==> src/rtl/i2ct_pkg.sv <==
// Shared types for the I2C register target.
// Assumes: nothing beyond a synthesizable SystemVerilog flow.
package i2ct_pkg;

    // Protocol states of the target engine.
    typedef enum logic [2:0] {
        ST_IDLE,
        ST_DEVADDR,
        ST_ACK_DEV,
        ST_WRBYTE,
        ST_ACK_WR,
        ST_RDBYTE,
        ST_ACK_RD,
        ST_DROP
    } tgt_state_e;

    // One-cycle bus events derived from the synchronised lines.
    typedef struct packed {
        logic start;
        logic stop;
        logic scl_rise;
        logic scl_fall;
        logic sda;
    } bus_ev_t;

endpackage

==> src/rtl/i2ct_bus_sync.sv <==
// Synchronises SCL and SDA and derives START, STOP and SCL edge events.
// Assumes: the bus idles high. Both flop chains reset to 1 so that no
// event is seen at reset.
module i2ct_bus_sync
    import i2ct_pkg::*;
#(
    parameter int STAGES = 2
) (
    input  logic    clk,
    input  logic    rst_n,
    input  logic    scl_i,
    input  logic    sda_i,
    output bus_ev_t ev
);

    localparam int LAST = STAGES;

    logic [LAST:0] scl_q;
    logic [LAST:0] sda_q;
    logic          scl_s, scl_d, sda_s, sda_d;

    // Shift both lines through the synchroniser plus one history stage.
    always_ff @(posedge clk) begin
        if (!rst_n) begin
            scl_q <= '1;
            sda_q <= '1;
        end else begin
            scl_q <= {scl_q[LAST-1:0], scl_i};
            sda_q <= {sda_q[LAST-1:0], sda_i};
        end
    end

    assign scl_s = scl_q[LAST-1];
    assign scl_d = scl_q[LAST];
    assign sda_s = sda_q[LAST-1];
    assign sda_d = sda_q[LAST];

    // Decode SDA edges during SCL high as START/STOP, plus SCL edges.
    always_comb begin
        ev.start    = scl_s & scl_d & sda_d & ~sda_s;
        ev.stop     = scl_s & scl_d & ~sda_d & sda_s;
        ev.scl_rise = scl_s & ~scl_d;
        ev.scl_fall = ~scl_s & scl_d;
        ev.sda      = sda_s;
    end

endmodule

==> src/rtl/i2ct_watchdog.sv <==
// Transaction watchdog: counts clock cycles from the first START.
// A START that arrives while a count runs (a repeated START) is ignored.
// Expiry holds until STOP. A sticky status bit lasts until the next first START.
// Assumes: start and stop are one-cycle pulses and never occur together.
module i2ct_watchdog #(
    parameter int LIMIT = 2**18,
    parameter int CW    = $clog2(LIMIT)
) (
    input  logic clk,
    input  logic rst_n,
    input  logic start,
    input  logic stop,
    output logic expired,
    output logic status
);

    logic          run;
    logic [CW-1:0] cnt;
    logic          first_start;

    assign first_start = start & ~run & ~expired;

    // Run, count and expire; STOP clears everything but the status bit.
    always_ff @(posedge clk) begin
        if (!rst_n) begin
            run     <= 1'b0;
            expired <= 1'b0;
            cnt     <= '0;
        end else if (stop) begin
            run     <= 1'b0;
            expired <= 1'b0;
            cnt     <= '0;
        end else if (first_start) begin
            run <= 1'b1;
            cnt <= '0;
        end else if (run) begin
            if (cnt == CW'(LIMIT - 1)) begin
                run     <= 1'b0;
                expired <= 1'b1;
            end else begin
                cnt <= cnt + 1'b1;
            end
        end
    end

    // Sticky expiry flag, cleared when a new transaction begins.
    always_ff @(posedge clk) begin
        if (!rst_n) begin
            status <= 1'b0;
        end else if (first_start) begin
            status <= 1'b0;
        end else if (run && cnt == CW'(LIMIT - 1) && !stop) begin
            status <= 1'b1;
        end
    end

    assert_cnt_bound_R5: assert property (@(posedge clk) disable iff (!rst_n)
        cnt <= CW'(LIMIT - 1));

    assert_no_restart_R6: assert property (@(posedge clk) disable iff (!rst_n)
        (run && start && !stop && cnt != CW'(LIMIT - 1))
        |=> (run && cnt == CW'($past(cnt) + 1'b1)));

    assert_stop_clears_R9: assert property (@(posedge clk) disable iff (!rst_n)
        stop |=> (!run && !expired));

    assert_status_follows_R10: assert property (@(posedge clk) disable iff (!rst_n)
        expired |-> status);

endmodule

==> src/rtl/i2ct_regfile.sv <==
// Byte register file with one write port, one read port and a flat view.
// Assumes: NREG is a power of two; the index is the low pointer bits.
module i2ct_regfile #(
    parameter int NREG = 8,
    parameter int IW   = $clog2(NREG)
) (
    input  logic              clk,
    input  logic              rst_n,
    input  logic              we,
    input  logic [IW-1:0]     widx,
    input  logic [7:0]        wdata,
    input  logic [IW-1:0]     ridx,
    output logic [7:0]        rdata,
    output logic [NREG*8-1:0] flat
);

    for (genvar i = 0; i < NREG; i++) begin : g_reg
        logic [7:0] q;

        // Hold one register byte; load it when addressed by a write.
        always_ff @(posedge clk) begin
            if (!rst_n) begin
                q <= '0;
            end else if (we && widx == IW'(i)) begin
                q <= wdata;
            end
        end

        assign flat[i*8 +: 8] = q;
    end

    assign rdata = flat[ridx*8 +: 8];

endmodule

==> src/rtl/i2c_regtarget_tmo.sv <==
// I2C target with a 16-bit auto-incrementing register pointer and a
// per-transaction watchdog that forces the target off the bus on expiry.
// Assumes: a single controller, no clock stretching, SCL slow against clk
// (at least several clk cycles per SCL phase).
module i2c_regtarget_tmo
    import i2ct_pkg::*;
#(
    parameter logic [6:0] DEV_ADDR    = 7'h3C,
    parameter int         NREG        = 8,
    parameter int         TMO_CYCLES  = 2**18,
    parameter int         SYNC_STAGES = 2
) (
    input  logic              clk,
    input  logic              rst_n,
    input  logic              scl_i,
    input  logic              sda_i,
    output logic              sda_oe,
    output logic              timed_out,
    output logic [NREG*8-1:0] regs_o
);

    localparam int IW = $clog2(NREG);
    localparam int CW = $clog2(TMO_CYCLES);

    bus_ev_t    ev;
    tgt_state_e state;
    logic [3:0] bitcnt;
    logic [7:0] sr;
    logic [7:0] txb;
    logic [1:0] phase;
    logic [15:0] ptr;
    logic       rw;
    logic       nack;
    logic       expired;
    logic       reg_we;
    logic [7:0] rdata;
    logic       byte_done;

    i2ct_bus_sync #(.STAGES(SYNC_STAGES)) u_sync (
        .clk   (clk),
        .rst_n (rst_n),
        .scl_i (scl_i),
        .sda_i (sda_i),
        .ev    (ev)
    );

    i2ct_watchdog #(.LIMIT(TMO_CYCLES), .CW(CW)) u_wdog (
        .clk     (clk),
        .rst_n   (rst_n),
        .start   (ev.start),
        .stop    (ev.stop),
        .expired (expired),
        .status  (timed_out)
    );

    i2ct_regfile #(.NREG(NREG), .IW(IW)) u_regs (
        .clk   (clk),
        .rst_n (rst_n),
        .we    (reg_we),
        .widx  (ptr[IW-1:0]),
        .wdata (sr),
        .ridx  (ptr[IW-1:0]),
        .rdata (rdata),
        .flat  (regs_o)
    );

    assign byte_done = ev.scl_fall && (bitcnt == 4'd8);

    // Store a data byte when its last bit completes in a live write.
    assign reg_we = (state == ST_WRBYTE) && byte_done && (phase == 2'd2)
                    && !expired && !ev.stop && !ev.start;

    // Protocol engine: address match, pointer load, data shift and ACKs.
    always_ff @(posedge clk) begin
        if (!rst_n) begin
            state  <= ST_IDLE;
            bitcnt <= '0;
            sr     <= '0;
            txb    <= '0;
            phase  <= '0;
            ptr    <= '0;
            rw     <= 1'b0;
            nack   <= 1'b0;
            sda_oe <= 1'b0;
        end else if (ev.stop) begin
            state  <= ST_IDLE;
            sda_oe <= 1'b0;
        end else if (expired) begin
            state  <= ST_DROP;
            sda_oe <= 1'b0;
        end else if (ev.start) begin
            state  <= ST_DEVADDR;
            bitcnt <= '0;
            sda_oe <= 1'b0;
        end else begin
            case (state)
                ST_DEVADDR: begin
                    if (ev.scl_rise) begin
                        sr     <= {sr[6:0], ev.sda};
                        bitcnt <= bitcnt + 4'd1;
                    end else if (byte_done) begin
                        bitcnt <= '0;
                        if (sr[7:1] == DEV_ADDR) begin
                            sda_oe <= 1'b1;
                            rw     <= sr[0];
                            state  <= ST_ACK_DEV;
                        end else begin
                            state <= ST_IDLE;
                        end
                    end
                end
                ST_ACK_DEV: begin
                    if (ev.scl_fall) begin
                        if (rw) begin
                            txb    <= {rdata[6:0], 1'b0};
                            sda_oe <= ~rdata[7];
                            bitcnt <= 4'd1;
                            ptr    <= ptr + 16'd1;
                            state  <= ST_RDBYTE;
                        end else begin
                            sda_oe <= 1'b0;
                            bitcnt <= '0;
                            phase  <= '0;
                            state  <= ST_WRBYTE;
                        end
                    end
                end
                ST_WRBYTE: begin
                    if (ev.scl_rise) begin
                        sr     <= {sr[6:0], ev.sda};
                        bitcnt <= bitcnt + 4'd1;
                    end else if (byte_done) begin
                        sda_oe <= 1'b1;
                        bitcnt <= '0;
                        state  <= ST_ACK_WR;
                        case (phase)
                            2'd0:    begin ptr[15:8] <= sr; phase <= 2'd1; end
                            2'd1:    begin ptr[7:0]  <= sr; phase <= 2'd2; end
                            default: ptr <= ptr + 16'd1;
                        endcase
                    end
                end
                ST_ACK_WR: begin
                    if (ev.scl_fall) begin
                        sda_oe <= 1'b0;
                        state  <= ST_WRBYTE;
                    end
                end
                ST_RDBYTE: begin
                    if (ev.scl_fall) begin
                        if (bitcnt == 4'd8) begin
                            sda_oe <= 1'b0;
                            state  <= ST_ACK_RD;
                        end else begin
                            sda_oe <= ~txb[7];
                            txb    <= {txb[6:0], 1'b0};
                            bitcnt <= bitcnt + 4'd1;
                        end
                    end
                end
                ST_ACK_RD: begin
                    if (ev.scl_rise) begin
                        nack <= ev.sda;
                    end else if (ev.scl_fall) begin
                        if (nack) begin
                            state <= ST_IDLE;
                        end else begin
                            txb    <= {rdata[6:0], 1'b0};
                            sda_oe <= ~rdata[7];
                            bitcnt <= 4'd1;
                            ptr    <= ptr + 16'd1;
                            state  <= ST_RDBYTE;
                        end
                    end
                end
                default: begin
                    sda_oe <= 1'b0;
                end
            endcase
        end
    end

    assert_release_after_expiry_R7: assert property (@(posedge clk) disable iff (!rst_n)
        $past(expired) |-> !sda_oe);

    assert_regs_frozen_R8: assert property (@(posedge clk) disable iff (!rst_n)
        $past(expired) |-> $stable(regs_o));

    assert_stop_releases_R9: assert property (@(posedge clk) disable iff (!rst_n)
        ev.stop |=> !sda_oe);

endmodule

==> config.mk <==
export PLATFORM = sky130hd
export DESIGN_NAME = i2c_regtarget_tmo
export DESIGN_NICKNAME = d
export VERILOG_FILES = /design/src/rtl/i2ct_pkg.sv /design/src/rtl/i2ct_bus_sync.sv /design/src/rtl/i2ct_watchdog.sv /design/src/rtl/i2ct_regfile.sv /design/src/rtl/i2c_regtarget_tmo.sv
export SDC_FILE = /design/constraint.sdc
export NUM_CORES = 1
export LEC_CHECK = 0
export BUFFER_PORTS_ARGS = -buffer_cell sky130_fd_sc_hd__buf_4
export CAP_MARGIN = 0
export CORE_MARGIN = 2
export CORE_UTILIZATION = 53
export CTS_CLUSTER_DIAMETER = 200
export DETAILED_ROUTE_END_ITERATION = 16
export GPL_ROUTABILITY_DRIVEN = 0
export GPL_TIMING_DRIVEN = 0
export PLACE_DENSITY = 0.77
export SKIP_LAST_GASP = 1
export SYNTH_ARGS = -nofsm -noshare
export SYNTH_HDL_FRONTEND = slang
export SYNTH_SLANG_ARGS = --single-unit
==> constraint.sdc <==
create_clock -name clk -period 2.5 [get_ports clk]
set_input_delay 0 -clock clk [delete_from_list [all_inputs] [get_ports clk]]
set_output_delay 0 -clock clk [all_outputs]
set_load 0.02 [all_outputs]
# Yosys cells after proc, flatten, opt, wreduce, memory -nomap -nowiden
# Index checks and enable logic that the tools add are counted.
# totals
reg_bits,135
in_bits,4
out_inout_bits,66
elab_cells,214
# op_classes
n_addsub,3
n_eq_ne,52
shifts,1
mux,68
bitwise,23
n_reduce_logical,43
# ops
operator,count
$mux 16,7
$shiftx 64x7->8,1
$mux 8,7
$pmux 16 s3,1
$mux 3,14
$ne 4x2->1 const B,10
$mux 4,9
$reduce_and 11->1,3
$ne 2x2->1 const B,16
$pmux 8 s2,2
$pmux 8 s3,1
$reduce_and 12->1,2
$eq 3x3->1 const B,7
$add 18x1->18 const B,1
$eq 18x18->1 const B,1
$ne 3x2->1 const B,6
$pmux 3 s6,1
$mux 1,17
$add 16x1->16 const B,1
$logic_and 1x1->1,16
$pmux 4 s4,1
$not 1->1,14
$eq 3x2->1 const B,4
$mux 2,5
27 further kinds,43

# Depth between registers and ports, before layout
# depth
word_depth,9
mapped_depth,8

# Modules after synthesis
# A second synthesis with hierarchy kept.
# unflattened
hier_cells,669
hier_area_um2,6198.4
# by_module_without_submodules
mod,n_inst,cells_per_inst,area_each_um2,seq_area_each_um2
i2ct_regfile,1,301,3061.7,1281.2
i2c_regtarget_tmo,1,229,1889.3,600.6
i2ct_watchdog,1,122,1049.8,420.4
i2ct_bus_sync,1,17,197.7,120.1

# Worst setup path before layout
# No wires, ideal clock.
# synth_path
path_type,reg-to-reg
from,register bitcnt[0]
to,register u_regs.g_reg[0].q[2]
setup_ps,128
t_arrival_ps,2216
slack_ps,156
stages_incl_launch_ff,9
n_path_buf,1
period_less_slack_ps,2344
path_cell_list,dfxtp_1 -> inv_1 -> ha_1 -> nand3b_4 -> or4b_4 -> buf_6 -> nor4_4 -> mux2i_1 -> nor2_1
# synth_between
elab_chain_cells,8
# synth_rtl
element,line_no,source
"start, declared",i2c_regtarget_tmo.sv:27,logic [3:0] bitcnt;
"start signal, assigned",i2c_regtarget_tmo.sv:100,bitcnt <= bitcnt + 4'd1;
"start signal, assigned",i2c_regtarget_tmo.sv:131,bitcnt <= bitcnt + 4'd1;
"start signal, assigned",i2c_regtarget_tmo.sv:157,bitcnt <= bitcnt + 4'd1;
$eq 4x4->1,i2c_regtarget_tmo.sv:67,assign byte_done = ev.scl_fall && (bitcnt == 4'd8);
$logic_and 1x1->1,i2c_regtarget_tmo.sv:67,
$logic_and 1x1->1 (2 in a row),i2c_regtarget_tmo.sv:70,assign reg_we = (state == ST_WRBYTE) && byte_done && (phase == 2'd2)
$logic_and 1x1->1 (3 in a row),i2c_regtarget_tmo.sv:71,&& !expired && !ev.stop && !ev.start;
$logic_and 1x1->1,i2ct_regfile.sv:24,end else if (we && widx == IW'(i)) begin
"end signal, assigned",i2ct_regfile.sv:25,q <= wdata;
"end, declared",i2ct_regfile.sv:18,logic [7:0] q;
# Every way passes these cells.
# A chain may end at the register's enable or synchronous reset.

# Final worst setup path
# layout_path
from,register bitcnt[0]
to,register u_regs.g_reg[0].q[4]
# The elaborated chain is that of the path after synthesis.

==> flow_metrics.env <==
export IMPL_synthTopCellsByArea="sky130_fd_sc_hd__dfxtp_1 (41%), sky130_fd_sc_hd__mux2i_1 (11%), sky130_fd_sc_hd__nor2_1 (6.4%)"
export IMPL_initial_antenna_violation_count=0
export IMPL_portion_of_synthesized_cell_area_occupied_by_the_leading_cell_type=0.412
export IMPL_finish_instance_area_um2=7330
export IMPL_num_vias=5377
export IMPL_fin_setup_tns_ns=0
export IMPL_route_antenna_remaining_nets=0
export IMPL_clockBufferDepth=2
export IMPL_synth_cell_area_um2=5880
export IMPL_signal_arrival_time_at_the_worst_endpoint_ns=2.78
export IMPL_cts_buffers_inserted=17
export IMPL_design_final_nets=739
export IMPL_post_layout_min_period_ns=2.40
export IMPL_multiInputGateArea_um2=3220
export IMPL_drt_iter0_drc=510
export IMPL_count_of_max_cap_constraint_violations=0
export IMPL_skew_ns=0.0100
export IMPL_syn_instance_count=627
export IMPL_synth_main_ff_cell="sky130_fd_sc_hd__dfxtp_1"
export IMPL_routed_wl_um=17400
export IMPL_ys_seq_area_frac=0.412
export IMPL_cts_root_buf="sky130_fd_sc_hd__clkbuf_8"
export IMPL_worst_tran_pin_value_ns=0.757
export IMPL_holdCritStartpoint="u_sync.scl_q[0]$_SDFF_PN1_"
export IMPL_post_drt_wl_per_cell_um=19.8
export IMPL_worstPathRequired_ns=2.89
export IMPL_die_extent_in_y_um=109
export IMPL_slew_limit_headroom=0.495
export IMPL_synth_seq_cells=121
export IMPL_firstDrtPassIters=5
export IMPL_outcome="completed"
export IMPL_first_global_vias=5280
export IMPL_final_hold_viol_count=0
export IMPL_worst_setup_path_end_kind="flip-flop"
export IMPL_synth_area_leader_cell="sky130_fd_sc_hd__dfxtp_1"
export IMPL_vias_per_cell=6.12
export IMPL_design_die_area_um2=12000
export IMPL_track_usage=0.300
export IMPL_yosys_warnings=0
export IMPL_floorplan_initialDensity=0.543
export IMPL_core_area_um2=10800
export IMPL_core_rowCount=38
export IMPL_die_x_um=109
export IMPL_grt_setup_unrepaired="no"
export IMPL_insertion_delay_ns=0.53
export IMPL_peakVddDrop_v=0.000556
export IMPL_grt_max_degree=17
export IMPL_cts_tree="yes"
export IMPL_area_sequential_um2=2420
export IMPL_proportion_of_synthesized_flip_flops_having_asynchronous_set_or_reset=0
export IMPL_post_dp_cell_area_um2=6580
export IMPL_synth_common_cells="sky130_fd_sc_hd__dfxtp_1 (121), sky130_fd_sc_hd__nor2_1 (100), sky130_fd_sc_hd__mux2i_1 (67), sky130_fd_sc_hd__nand2_1 (46), sky130_fd_sc_hd__clkbuf_1 (36)"
export IMPL_critPathLaunch="bitcnt[0]$_SDFFE_PN0P_"
export IMPL_whs_path_depth=1
export IMPL_synth_fp_nets=640
export IMPL_power_density_nw_per_um2=591
export IMPL_synth_edff_count=0
export IMPL_finalCritPeriodShare=0.958
export IMPL_place_detailed_hpwl_um=11600
export IMPL_timing_max_transition_violations_final=0
export IMPL_timing_worst_setup_path_type="reg2reg"
export IMPL_timing_critical_path_from_type="flip-flop"
export IMPL_total_leakage_power_uw=0.00279
export IMPL_number_of_sinks_handled_by_clock_tree_synthesis=121
export IMPL_synthMostInstantiatedCell="sky130_fd_sc_hd__dfxtp_1"
export IMPL_insertedDiodeCount=0
export IMPL_ios=70
export IMPL_number_of_levels_the_h_tree_was_split_into=4
export IMPL_final_setup_viols=0
export IMPL_drc_errors=0
export IMPL_post_synth_num_cell_types=60
export IMPL_area_growth_syn_to_layout_pct=24.5
export IMPL_layout_drive_gt1_share=0.202
export IMPL_wire_length_of_the_first_global_routing_pass_um=27000
export IMPL_clk_transition_reported_paths_ns=0.06
export IMPL_worstHoldPathType="reg2reg"
export IMPL_fmaxAchievable_ghz=0.417
export IMPL_grt_overflow=0
export IMPL_crit_fanout=8
export IMPL_regToRegStartpoint="bitcnt[0]$_SDFFE_PN0P_"
export IMPL_finished_core_util=0.676
export IMPL_holdWs_ns=0.409
export IMPL_num_fill_cells=851
export IMPL_place_port_buffers=69
export IMPL_syn_area_per_cell_um2=9.38
export IMPL_cells_on_worst_reg2reg_path=9
-- kinds of logic (layout without fill, tap and decap cells) --
kind of cell    Yosys count  in the layout  share of synthesized area
buf+inv                  60            171                     0.0436
flops                   121            121                      0.412
fa+ha+maj                 9              9                     0.0191
compound gates           82             82                     0.0949
mux                      83             83                      0.175
simple gates            256            256                      0.232
xor+xnor                 16             16                     0.0238
-- where the power goes --
part | switching, uW | total [uW] | internal [uW]
sequential | 7.18 | 1940 | 1940
clock | 883 | 2270 | 1390
combinational | 75.6 | 109 | 33.5
-- stage by stage --
stage | worst slack, ns | instances | total power (uW)
6_report | 0.105 | 878 | 4330
4_1_cts | 0.00426 | 879 | 4330
3_5_place_dp | -0.350 | 836 | 2080
5_1_grt | 0.0273 | 878 | 4430
3_3_place_gp | -0.308 | 836 | 2080
2_1_floorplan | 0.156 | 627 | 2050
-- cells in the final DEF, fill, tap and decap left out, types with 7 or more instances in the layout --
master,count
sky130_fd_sc_hd__a21oi_1,10
sky130_fd_sc_hd__a22o_1,8
sky130_fd_sc_hd__a31oi_1,10
sky130_fd_sc_hd__and4_1,7
sky130_fd_sc_hd__buf_4,70
sky130_fd_sc_hd__clkbuf_1,31
sky130_fd_sc_hd__clkbuf_16,16
sky130_fd_sc_hd__dfxtp_1,121
sky130_fd_sc_hd__ha_1,9
sky130_fd_sc_hd__inv_1,13
sky130_fd_sc_hd__mux2i_1,67
sky130_fd_sc_hd__mux4_2,16
sky130_fd_sc_hd__nand2_1,46
sky130_fd_sc_hd__nand2b_1,9
sky130_fd_sc_hd__nand3_1,28
sky130_fd_sc_hd__nand4_1,7
sky130_fd_sc_hd__nor2_1,100
sky130_fd_sc_hd__nor3_1,11
sky130_fd_sc_hd__o21ai_0,23
sky130_fd_sc_hd__xor2_1,10
-- registers in the layout (all words and copies together), names as in the netlist --
| name | count |
|---|---|
| u_wdog.expired | 1 |
| u_wdog.status | 1 |
| u_wdog.cnt | 18 |
| phase | 2 |
| bitcnt | 4 |
| nack | 1 |
| rw | 1 |
| sda_oe | 1 |
| ptr | 3 |
| u_wdog.run | 1 |
| u_regs.g.q | 64 |
| u_sync.scl_q | 3 |
| u_sync.sda_q | 3 |
| state | 3 |
| txb | 7 |
| sr | 8 |
-- critical path, cell delays in order (launching register included) --
cell and delay (ns):
sky130_fd_sc_hd__dfxtp_1 0.35, sky130_fd_sc_hd__inv_1 0.10, sky130_fd_sc_hd__ha_1 0.21, sky130_fd_sc_hd__nand3b_4 0.14
sky130_fd_sc_hd__or4b_4 0.54, sky130_fd_sc_hd__buf_6 0.17, sky130_fd_sc_hd__nor4_4 0.20, sky130_fd_sc_hd__buf_12 0.19
sky130_fd_sc_hd__mux2i_1 0.26, sky130_fd_sc_hd__nor2_1 0.07
-- layout make-up --
| type | count | share of cell area |
|---|---|---|
| well taps | 140 | 0.0239 |
| repair buffers | 81 | 0.0950 |
| clock inverters | 10 | 0.0128 |
| plain buffers | 46 | 0.0287 |
| multi-input cells | 446 | 0.440 |
| flip-flops and latches | 121 | 0.331 |
| inverters | 13 | 0.00666 |
| clock buffers | 21 | 0.0627 |
-- final timing paths --
kind / end / slack (ns)
min: u_sync.scl_q[1]$_SDFF_PN1_ / 0.41
max reg2reg: u_regs.g_reg[0].q[4]$_SDFFE_PN0P_ / 0.10
max: u_regs.g_reg[0].q[4]$_SDFFE_PN0P_ / 0.10
min reg2reg: u_sync.scl_q[1]$_SDFF_PN1_ / 0.41
-- layer usage --
metal	wire length, um	track usage	vias up
met5	0	0	-
met4	755	0.137	0
met3	1590	0.111	76
met2	8230	0.491	290
met1	6790	0.350	2567
li1	-	-	2444
-- repair_timing --
action,CTS,global route
pin swaps,7,0
gates resized for setup,3,9
buffers inserted,7,0
endpoints found under the hold margin,12,0
hold buffers,5,0
endpoints found under the setup margin,64,25
No activity file was read; power rests on OpenSTA's default activity.
